==> src/rtl/vat_pkg.sv <==
package vat_pkg;
  parameter int ADDR_W   = 32;
  parameter int PAGE_W   = 12;
  parameter int FRAME_W  = 18;
  parameter int OFS_W    = 9;
  parameter int CTX_W    = 4;
  parameter int VIRT_BIT = 26;

  typedef struct packed {
    logic               valid;
    logic               wr_ok;
    logic [CTX_W-1:0]   ctx;
    logic [PAGE_W-1:0]  page;
    logic [FRAME_W-1:0] frame;
  } vat_entry_t;

  localparam int ENT_W = $bits(vat_entry_t);

  localparam logic [1:0] HT_IDLE   = 2'b00;
  localparam logic [1:0] HT_NONSEQ = 2'b10;

  typedef enum logic [2:0] {
    ST_IDLE, ST_ISSUE, ST_DATA, ST_HOLD, ST_FDONE
  } vat_state_e;
endpackage

==> src/rtl/vat_lookup.sv <==
module vat_lookup
  import vat_pkg::*;
#(
  parameter int N_ENT = 32
) (
  input  logic [N_ENT*ENT_W-1:0] tbl_i,
  input  logic [PAGE_W-1:0]      page_i,
  input  logic [CTX_W-1:0]       ctx_i,
  output logic                   hit_o,
  output vat_entry_t             ent_o
);
  vat_entry_t        ent [N_ENT];
  logic [N_ENT-1:0]  match;

  for (genvar k = 0; k < N_ENT; k++) begin : g_ent
    assign ent[k]   = vat_entry_t'(tbl_i[k*ENT_W +: ENT_W]);
    assign match[k] = ent[k].valid && (ent[k].page == page_i) && (ent[k].ctx == ctx_i);
  end

  // scan downward so the lowest index is assigned last
  always_comb begin
    hit_o = 1'b0;
    ent_o = '0;
    for (int k = N_ENT - 1; k >= 0; k--) begin
      if (match[k]) begin
        hit_o = 1'b1;
        ent_o = ent[k];
      end
    end
  end
endmodule

==> src/rtl/vat_decide.sv <==
module vat_decide
  import vat_pkg::*;
(
  input  logic [ADDR_W-1:0] addr_i,
  input  logic              write_i,
  input  logic              sys_mode_i,
  input  logic              hit_i,
  input  vat_entry_t        ent_i,
  output logic              fault_o,
  output logic [ADDR_W-1:0] paddr_o
);
  localparam int PAD_W = ADDR_W - FRAME_W - OFS_W;

  always_comb begin
    if (!addr_i[VIRT_BIT]) begin
      paddr_o = addr_i;
      fault_o = !sys_mode_i;
    end else begin
      paddr_o = {{PAD_W{1'b0}}, ent_i.frame, addr_i[OFS_W-1:0]};
      fault_o = !hit_i || (write_i && !ent_i.wr_ok);
    end
  end
endmodule

==> src/rtl/vat_check.sv <==
module vat_check
  import vat_pkg::*;
#(
  parameter int N_ENT = 32
) (
  input  logic                   clk_i,
  input  logic                   rst_ni,
  input  logic                   sys_mode_i,
  input  logic [CTX_W-1:0]       ctx_i,
  input  logic [N_ENT*ENT_W-1:0] tbl_i,
  input  logic [ADDR_W-1:0]      s_haddr_i,
  input  logic [1:0]             s_htrans_i,
  input  logic                   s_hwrite_i,
  input  logic [2:0]             s_hsize_i,
  input  logic [31:0]            s_hwdata_i,
  output logic                   s_hready_o,
  output logic                   s_hresp_o,
  output logic [31:0]            s_hrdata_o,
  output logic                   irq_o,
  output logic [ADDR_W-1:0]      m_haddr_o,
  output logic [1:0]             m_htrans_o,
  output logic                   m_hwrite_o,
  output logic [2:0]             m_hsize_o,
  output logic [31:0]            m_hwdata_o,
  input  logic                   m_hready_i,
  input  logic                   m_hresp_i,
  input  logic [31:0]            m_hrdata_i
);
  vat_state_e        state_q, state_d;
  logic              hit, fault, accept;
  vat_entry_t        ent;
  logic [ADDR_W-1:0] paddr, addr_q;
  logic              write_q;
  logic [2:0]        size_q;

  vat_lookup #(.N_ENT(N_ENT)) u_lookup (
    .tbl_i  (tbl_i),
    .page_i (s_haddr_i[OFS_W +: PAGE_W]),
    .ctx_i  (ctx_i),
    .hit_o  (hit),
    .ent_o  (ent)
  );

  vat_decide u_decide (
    .addr_i     (s_haddr_i),
    .write_i    (s_hwrite_i),
    .sys_mode_i (sys_mode_i),
    .hit_i      (hit),
    .ent_i      (ent),
    .fault_o    (fault),
    .paddr_o    (paddr)
  );

  assign accept = s_hready_o && s_htrans_i[1];

  always_comb begin
    state_d = state_q;
    unique case (state_q)
      ST_IDLE:  if (accept) state_d = fault ? ST_HOLD : ST_ISSUE;
      ST_ISSUE: if (m_hready_i) state_d = ST_DATA;
      ST_DATA:  if (m_hready_i) state_d = accept ? (fault ? ST_HOLD : ST_ISSUE) : ST_IDLE;
      ST_HOLD:  state_d = ST_FDONE;
      ST_FDONE: state_d = accept ? (fault ? ST_HOLD : ST_ISSUE) : ST_IDLE;
      default:  state_d = ST_IDLE;
    endcase
  end

  always_ff @(posedge clk_i or negedge rst_ni) begin
    if (!rst_ni) begin
      state_q <= ST_IDLE;
      addr_q  <= '0;
      write_q <= 1'b0;
      size_q  <= '0;
    end else begin
      state_q <= state_d;
      if (accept) begin
        addr_q  <= paddr;
        write_q <= s_hwrite_i;
        size_q  <= s_hsize_i;
      end
    end
  end

  always_comb begin
    unique case (state_q)
      ST_IDLE, ST_FDONE: s_hready_o = 1'b1;
      ST_DATA:           s_hready_o = m_hready_i;
      default:           s_hready_o = 1'b0;
    endcase
  end

  assign s_hresp_o  = (state_q == ST_DATA) ? m_hresp_i : 1'b0;
  assign s_hrdata_o = (state_q == ST_DATA) ? m_hrdata_i : '0;
  assign irq_o      = (state_q == ST_FDONE);
  assign m_htrans_o = (state_q == ST_ISSUE) ? HT_NONSEQ : HT_IDLE;
  assign m_haddr_o  = addr_q;
  assign m_hwrite_o = write_q;
  assign m_hsize_o  = size_q;
  assign m_hwdata_o = s_hwdata_i;
endmodule

==> config.mk <==
export PLATFORM = sky130hd
export DESIGN_NAME = vat_check
export DESIGN_NICKNAME = d
export VERILOG_FILES = /design/src/rtl/vat_pkg.sv /design/src/rtl/vat_lookup.sv /design/src/rtl/vat_decide.sv /design/src/rtl/vat_check.sv
export SDC_FILE = /design/constraint.sdc
export NUM_CORES = 1
export LEC_CHECK = 0
export ABC_CLOCK_PERIOD_IN_PS = 3400
export BUFFER_PORTS_ARGS = -buffer_cell sky130_fd_sc_hd__buf_2
export CELL_PAD_IN_SITES_DETAIL_PLACEMENT = 1
export CELL_PAD_IN_SITES_GLOBAL_PLACEMENT = 2
export CORE_AREA = 2 2 532 534
export DETAILED_ROUTE_END_ITERATION = 6
export DIE_AREA = 0 0 534 536
export PLACE_DENSITY = 0.44
export SYNTH_ARGS = -nofsm -noshare
export SYNTH_HDL_FRONTEND = slang
export SYNTH_SLANG_ARGS = --single-unit
==> constraint.sdc <==
create_clock -name clk_i -period 3.4 [get_ports clk_i]
set_input_delay 0.34 -clock clk_i [delete_from_list [all_inputs] [get_ports clk_i]]
set_output_delay 0.34 -clock clk_i [all_outputs]
set_load 0.01 [all_outputs]
# --- Yosys cells after proc, flatten, opt, wreduce, memory -nomap -nowiden ---
# Index checks and enable logic that the tools add are counted.
# W data, S select, Z words.
totals:
  reg_bits: 39
  out_inout_bits: 105
op_classes:
  n_eq_ne: 71
  mux: 76
  reduce_logical: 73
op_table:
  columns: ["operator", "n"]
  rows:
  - ["$mux W35", 32]
  - ["$eq A12 B12 Y1", 32]
  - ["$eq A4 B4 Y1", 32]
  - ["$logic_and A1 B1 Y1", 66]
  - ["$mux W32", 2]
  - ["$mux W1", 34]
  - ["$pmux W3 S5", 1]
  - ["$mux W3", 3]
  - ["$eq A3 B2 Y1 const B", 2]
  - ["$mux W2", 3]
  - ["$ne A2 B2 Y1 const B", 3]
  - ["$eq A3 B1 Y1 const B", 1]
  - ["$eq A3 B3 Y1 const B", 1]
  - ["$logic_not A1 Y1", 3]
  - ["$logic_not A3 Y1", 1]
  - ["$reduce_and A3 Y1", 1]
  - ["$pmux W1 S2", 1]
  - ["$reduce_or A2 Y1", 1]
  - ["$logic_or A1 B1 Y1", 1]

# --- Depth between registers and ports, before layout ---
depth:
  word_depth: 43
  mapped_depth: 16
  mapped_depth_nobuf: 10

# --- Hierarchy ---
# Synthesis repeated with hierarchy kept, for this count alone.
hier_totals:
  hier_cells: 2736
  area_unflattened_um2: 19426.1
modules_own_cells:
  columns: ["module", "n_inst", "cells_per_inst", "area_each_um2", "seq_area_each_um2"]
  rows:
  - ["vat_lookup", 1, 2533, 17010.1, 0.0]
  - ["vat_check", 1, 165, 2009.4, 975.9]
  - ["vat_decide", 1, 38, 406.6, 0.0]

# --- Worst setup path before layout ---
# Ideal clock, no wire load.
synth_path:
  path_kind: "in2reg"
  from: "in s_haddr_i[14]"
  to: "reg addr_q[20] (netlist: m_haddr_o[20])"
  arrival_ns: 3.173
  required_time_ns: 3.281
  slack_ns: 0.108
  path_stages: 15
  path_buffers: 5
  path_cell_list: "buf_2 buf_4 buf_2 buf_2 xnor2_1 nand4_1 or2_2 nor2_1 nor2_1 clkbuf_1 nand2_1 nand4_1 o311ai_1 a21oi_1 o21a_1"
synth_between:
  elab_chain_cells: 36
  elab_cells_between_ends: 129
  cone_classes: "32 x eq/ne; 33 x mux; 64 x reduce/logical"
synth_rtl:
  columns: ["item", "line_no", "source"]
  rows:
  - ["from (decl)", "vat_check.sv:11", "input logic [ADDR_W-1:0] s_haddr_i,"]
  - ["$eq A12 B12 Y1", "vat_lookup.sv:17", "assign match[k] = ent[k].valid && (ent[k].page == page_i) && (ent[k].ctx == ctx_i);"]
  - ["$logic_and A1 B1 Y1 (2 in a row)", "vat_lookup.sv:17", null]
  - ["$mux W35 (31 in a row)", "vat_lookup.sv:25", "if (match[k]) begin"]
  - ["$mux W35 (*)", "vat_lookup.sv:25", null]
  - ["$mux W32 (*)", "vat_decide.sv:15", "if (!addr_i[VIRT_BIT]) begin"]
  - ["to (signal assigned)", "vat_check.sv:77", "addr_q <= paddr;"]
  - ["to (decl)", "vat_check.sv:32", "logic [ADDR_W-1:0] paddr, addr_q;"]
# Every way passes the cells marked *; elsewhere a longest branch is shown, timed or not.
# A chain may end at the register's enable or synchronous reset.

# --- Final worst setup path ---
layout_path:
  from: "in ctx_i[0]"
  to: "reg addr_q[14] (netlist: m_haddr_o[14])"
layout_between:
  elab_chain_cells: 35
  elab_cells_between_ends: 97
  cone_classes: "32 x eq/ne; 33 x mux; 32 x reduce/logical"
layout_rtl:
  columns: ["item", "line_no", "source"]
  rows:
  - ["from (decl)", "vat_check.sv:9", "input logic [CTX_W-1:0] ctx_i,"]
  - ["$eq A4 B4 Y1", "vat_lookup.sv:17", null]
  - ["$logic_and A1 B1 Y1", "vat_lookup.sv:17", null]
  - ["$mux W35 (31 in a row)", "vat_lookup.sv:25", null]
  - ["$mux W35 (*)", "vat_lookup.sv:25", null]
  - ["$mux W32 (*)", "vat_decide.sv:15", null]
# Marked as above.

==> out/metrics.csv <==
metric;value;unit
Buf+Inv Stages, Crit Path;7;
number of synthesized flops with an enable pin;0;
dpl hpwl;251000;um
Synth-to-Final Area Change;142;%
fmax;268;MHz
PortBufs;1301;
most frequent cells in the layout;buf_2 (1284), buf_4 (763), xnor2_1 (259);
Max Cap Viol;0;
Clock Latency Late Sink;0.35;ns
FP Rows;195;
RR Startpoint;state_q[2];
cell depth of the worst setup path;17;
Cell variety after synth;91;
commonest non-fill, non-tap cell in the layout;buf_2;
FF-to-FF setup slack;0.50;ns
final hold violations;0;
RSZ-0062 raised after global routing;yes;
full die area;286000;um2
design area;39100;um2
sequential element share of the synthesized area;6.05;%
Startpoint Class;input pin;
core outline area;281000;um2
wire length per cell;33.4;um
final cycle utilization of the critical path;110;%
Mapped Avg Cell Area;6.88;um2
gr usage total;18.4;%
Tightest Pin Transition;0.963;ns
Async S/R FF share, synth;100;%
CTS root buffer;clkbuf_16;
CP required;3.68;ns
vias;29200;
leakage;16.8;nW
H-tree depth;2;
top cells by area, synth;xnor2_1 (17%), xor2_1 (11%), nand2_1 (6.1%);
Routed WL;276000;um
crit path max-delay cell type;or4_4;
cts bufs inserted;5;
Post-Syn Instances;2345;
Slew HR;35.8;%
global-route wire length before repair;339000;um
worst path cell trace;buf_8 > buf_12 > buf_16 > buf_16 > xor2_2 > or4_4 > nor2_4 > o211ai_1 > clkbuf_16 > buf_6 > o221ai_2 > o211ai_1 > a311oi_4 > o311ai_4 > buf_12 > a21oi_4 > o21a_1;
worst r2r dst;m_haddr_o[11];
Post-Synth Simple-Gate Area;34.5;%
vias in the first global route;31000;
Pre-antenna DRT Iters;5;
Seq cells post-synth;39;
Post-route DRC;0;
Largest stage delay, worst path;0.55;ns
Crit Path Max Fanout;8;
maximum VDD drop;0.210;mV
die span in y;536;um
crit path time final;3.73;ns
proportion of layout cells with a drive suffix above 1;61.6;%
Worst setup EP type;flip-flop;
initial DRC count;1490;
Syn Std Cell Area;16100;um2
Finish-stage setup viols;18;
reg2reg path depth;10;
Synth warnings;0;
DRT antenna net count;0;
Die W;534;um
post-synthesis compound-gate area fraction;22.4;%
Worst Hold Class;input pin to asynchronous set/reset pin;
CTS tree;built;
cts hold-fix bufs;0;
fin nets;5681;
Hold Slack;0.144;ns
Layout Skew;0.0241;ns
post-synth top area cell;xnor2_1;
starting density of the core;5.75;%
largest family of logic cells by synthesized area;simple AND/OR/NAND/NOR gates;
mux contribution to synthesized area;0.310;%
clock sink count;39;
Final Max Slew Viols;0;
Vias/cell;3.54;
final global-route overflow total;0;
placed cell areas;33500;um2
final worst slack;-0.325;ns
Adder-Cell Fraction of Synth Area;0;%
CP arrival;4.00;ns
Synth Area in XOR/XNOR;28.0;%
CTS clk-pin slew, worst paths;0.10;ns
crit-path leading delay family;compound AO/OA/AOI/OAI gates;
post-synth top area share;16.9;%
Final Core Density;13.9;%
initial antenna violation count;279;
Syn Nets;3608;
Non-Filler Instances;8255;
Pwr per Cell Area;190;nW/um2
Max Root-Sink Buffers;2;
most common flop cell mapped by yosys;dfrtp_1;
io pins;1368;
largest net degree at the start of global routing;34;
Worst Setup Path Type;input pin to flip-flop;
placed cell count;8001;
failing checks;negative setup slack;
GPL Wtd Cong;0.917;
status;finished with violations;
synthesized netlist by cell type (all sizes together), types with 67 or more instances:
master  number
xnor2      313
nand2      262
nor4        95
buf        108
nand3       72
o21ai       81
nor2       157
clkbuf      87
xor2       203
nand4      130
a21oi      120
inv         67
final cells by class:
type / count / area, um2
tap: 3743 / 4680
clock inverter: 3 / 43.8
inverter: 67 / 251
timing repair buffer: 2261 / 15900
fill: 33800 / 242000
clock buffer: 5 / 125
multi-input combinational: 2044 / 16900
antenna: 93 / 233
sequential: 39 / 976
power by group:
group          switching, mW  internal [mW]  leakage, nW
Sequential             0.258          0.677        0.495
Clock                  0.338          0.351       0.0844
Combinational           3.20           2.60         16.3
worst max-delay path by stage:
stage | from | endpoint | slack, ns
final | ctx_i[0] | m_haddr_o[14] | -0.33
after global placement | s_haddr_i[11] | m_haddr_o[14] | -2.37
after CTS | s_haddr_i[17] | m_haddr_o[14] | -0.34
after global routing | ctx_i[0] | m_haddr_o[14] | -0.36
after detailed placement | s_haddr_i[11] | m_haddr_o[14] | -2.38
after floorplan | s_haddr_i[14] | m_haddr_o[20] | 0.11
per-layer routing:
layer  global-route usage [%]  wire length [um]
met1                     22.0            113000
met2                     33.2            136000
met3                     4.00             17300
met4                     3.81              9050
met5                        0               893
state kept, by name, summed over array words and instances, names as in the netlist:
signal / cells
m_haddr_o: 32
m_hsize_o: 3
state_q: 3
m_hwrite_o: 1
logic make-up after synthesis:
kind of cell           Yosys count
AND/OR/NAND/NOR               1017
XOR/XNOR                       516
AO/OA/AOI/OAI                  505
buffers and inverters          262
flip-flops                      39
multiplexers                     5
other                            1
worst register-to-register path, delay by kind of cell, from the launching register on:
kind	cells	cell delay, ns
AO/OA/AOI/OAI	3	0.54
buffers and inverters	2	0.51
flip-flops	1	0.44
AND/OR/NAND/NOR	5	1.26
metrics by stage:
step                power, mW  setup slack (ns)  TNS [ns]
floorplan                2.65             0.108         0
global placement         6.32             -2.37    -25.57
detailed placement       6.32             -2.38    -26.12
CTS                      7.43            -0.345     -2.87
global route             7.86            -0.360     -3.81
finish                   7.43            -0.325     -2.53
repair_timing:
action | 4_1_cts | 5_1_grt
setup buffers | 118 | 50
pin swaps | 121 | 131
cloned | 4 | 1
endpoints found under the hold margin | 0 | 0
setup endpoints to repair | 19 | 19
resized for setup | 466 | 224
Power figures use the tool's default switching activity.
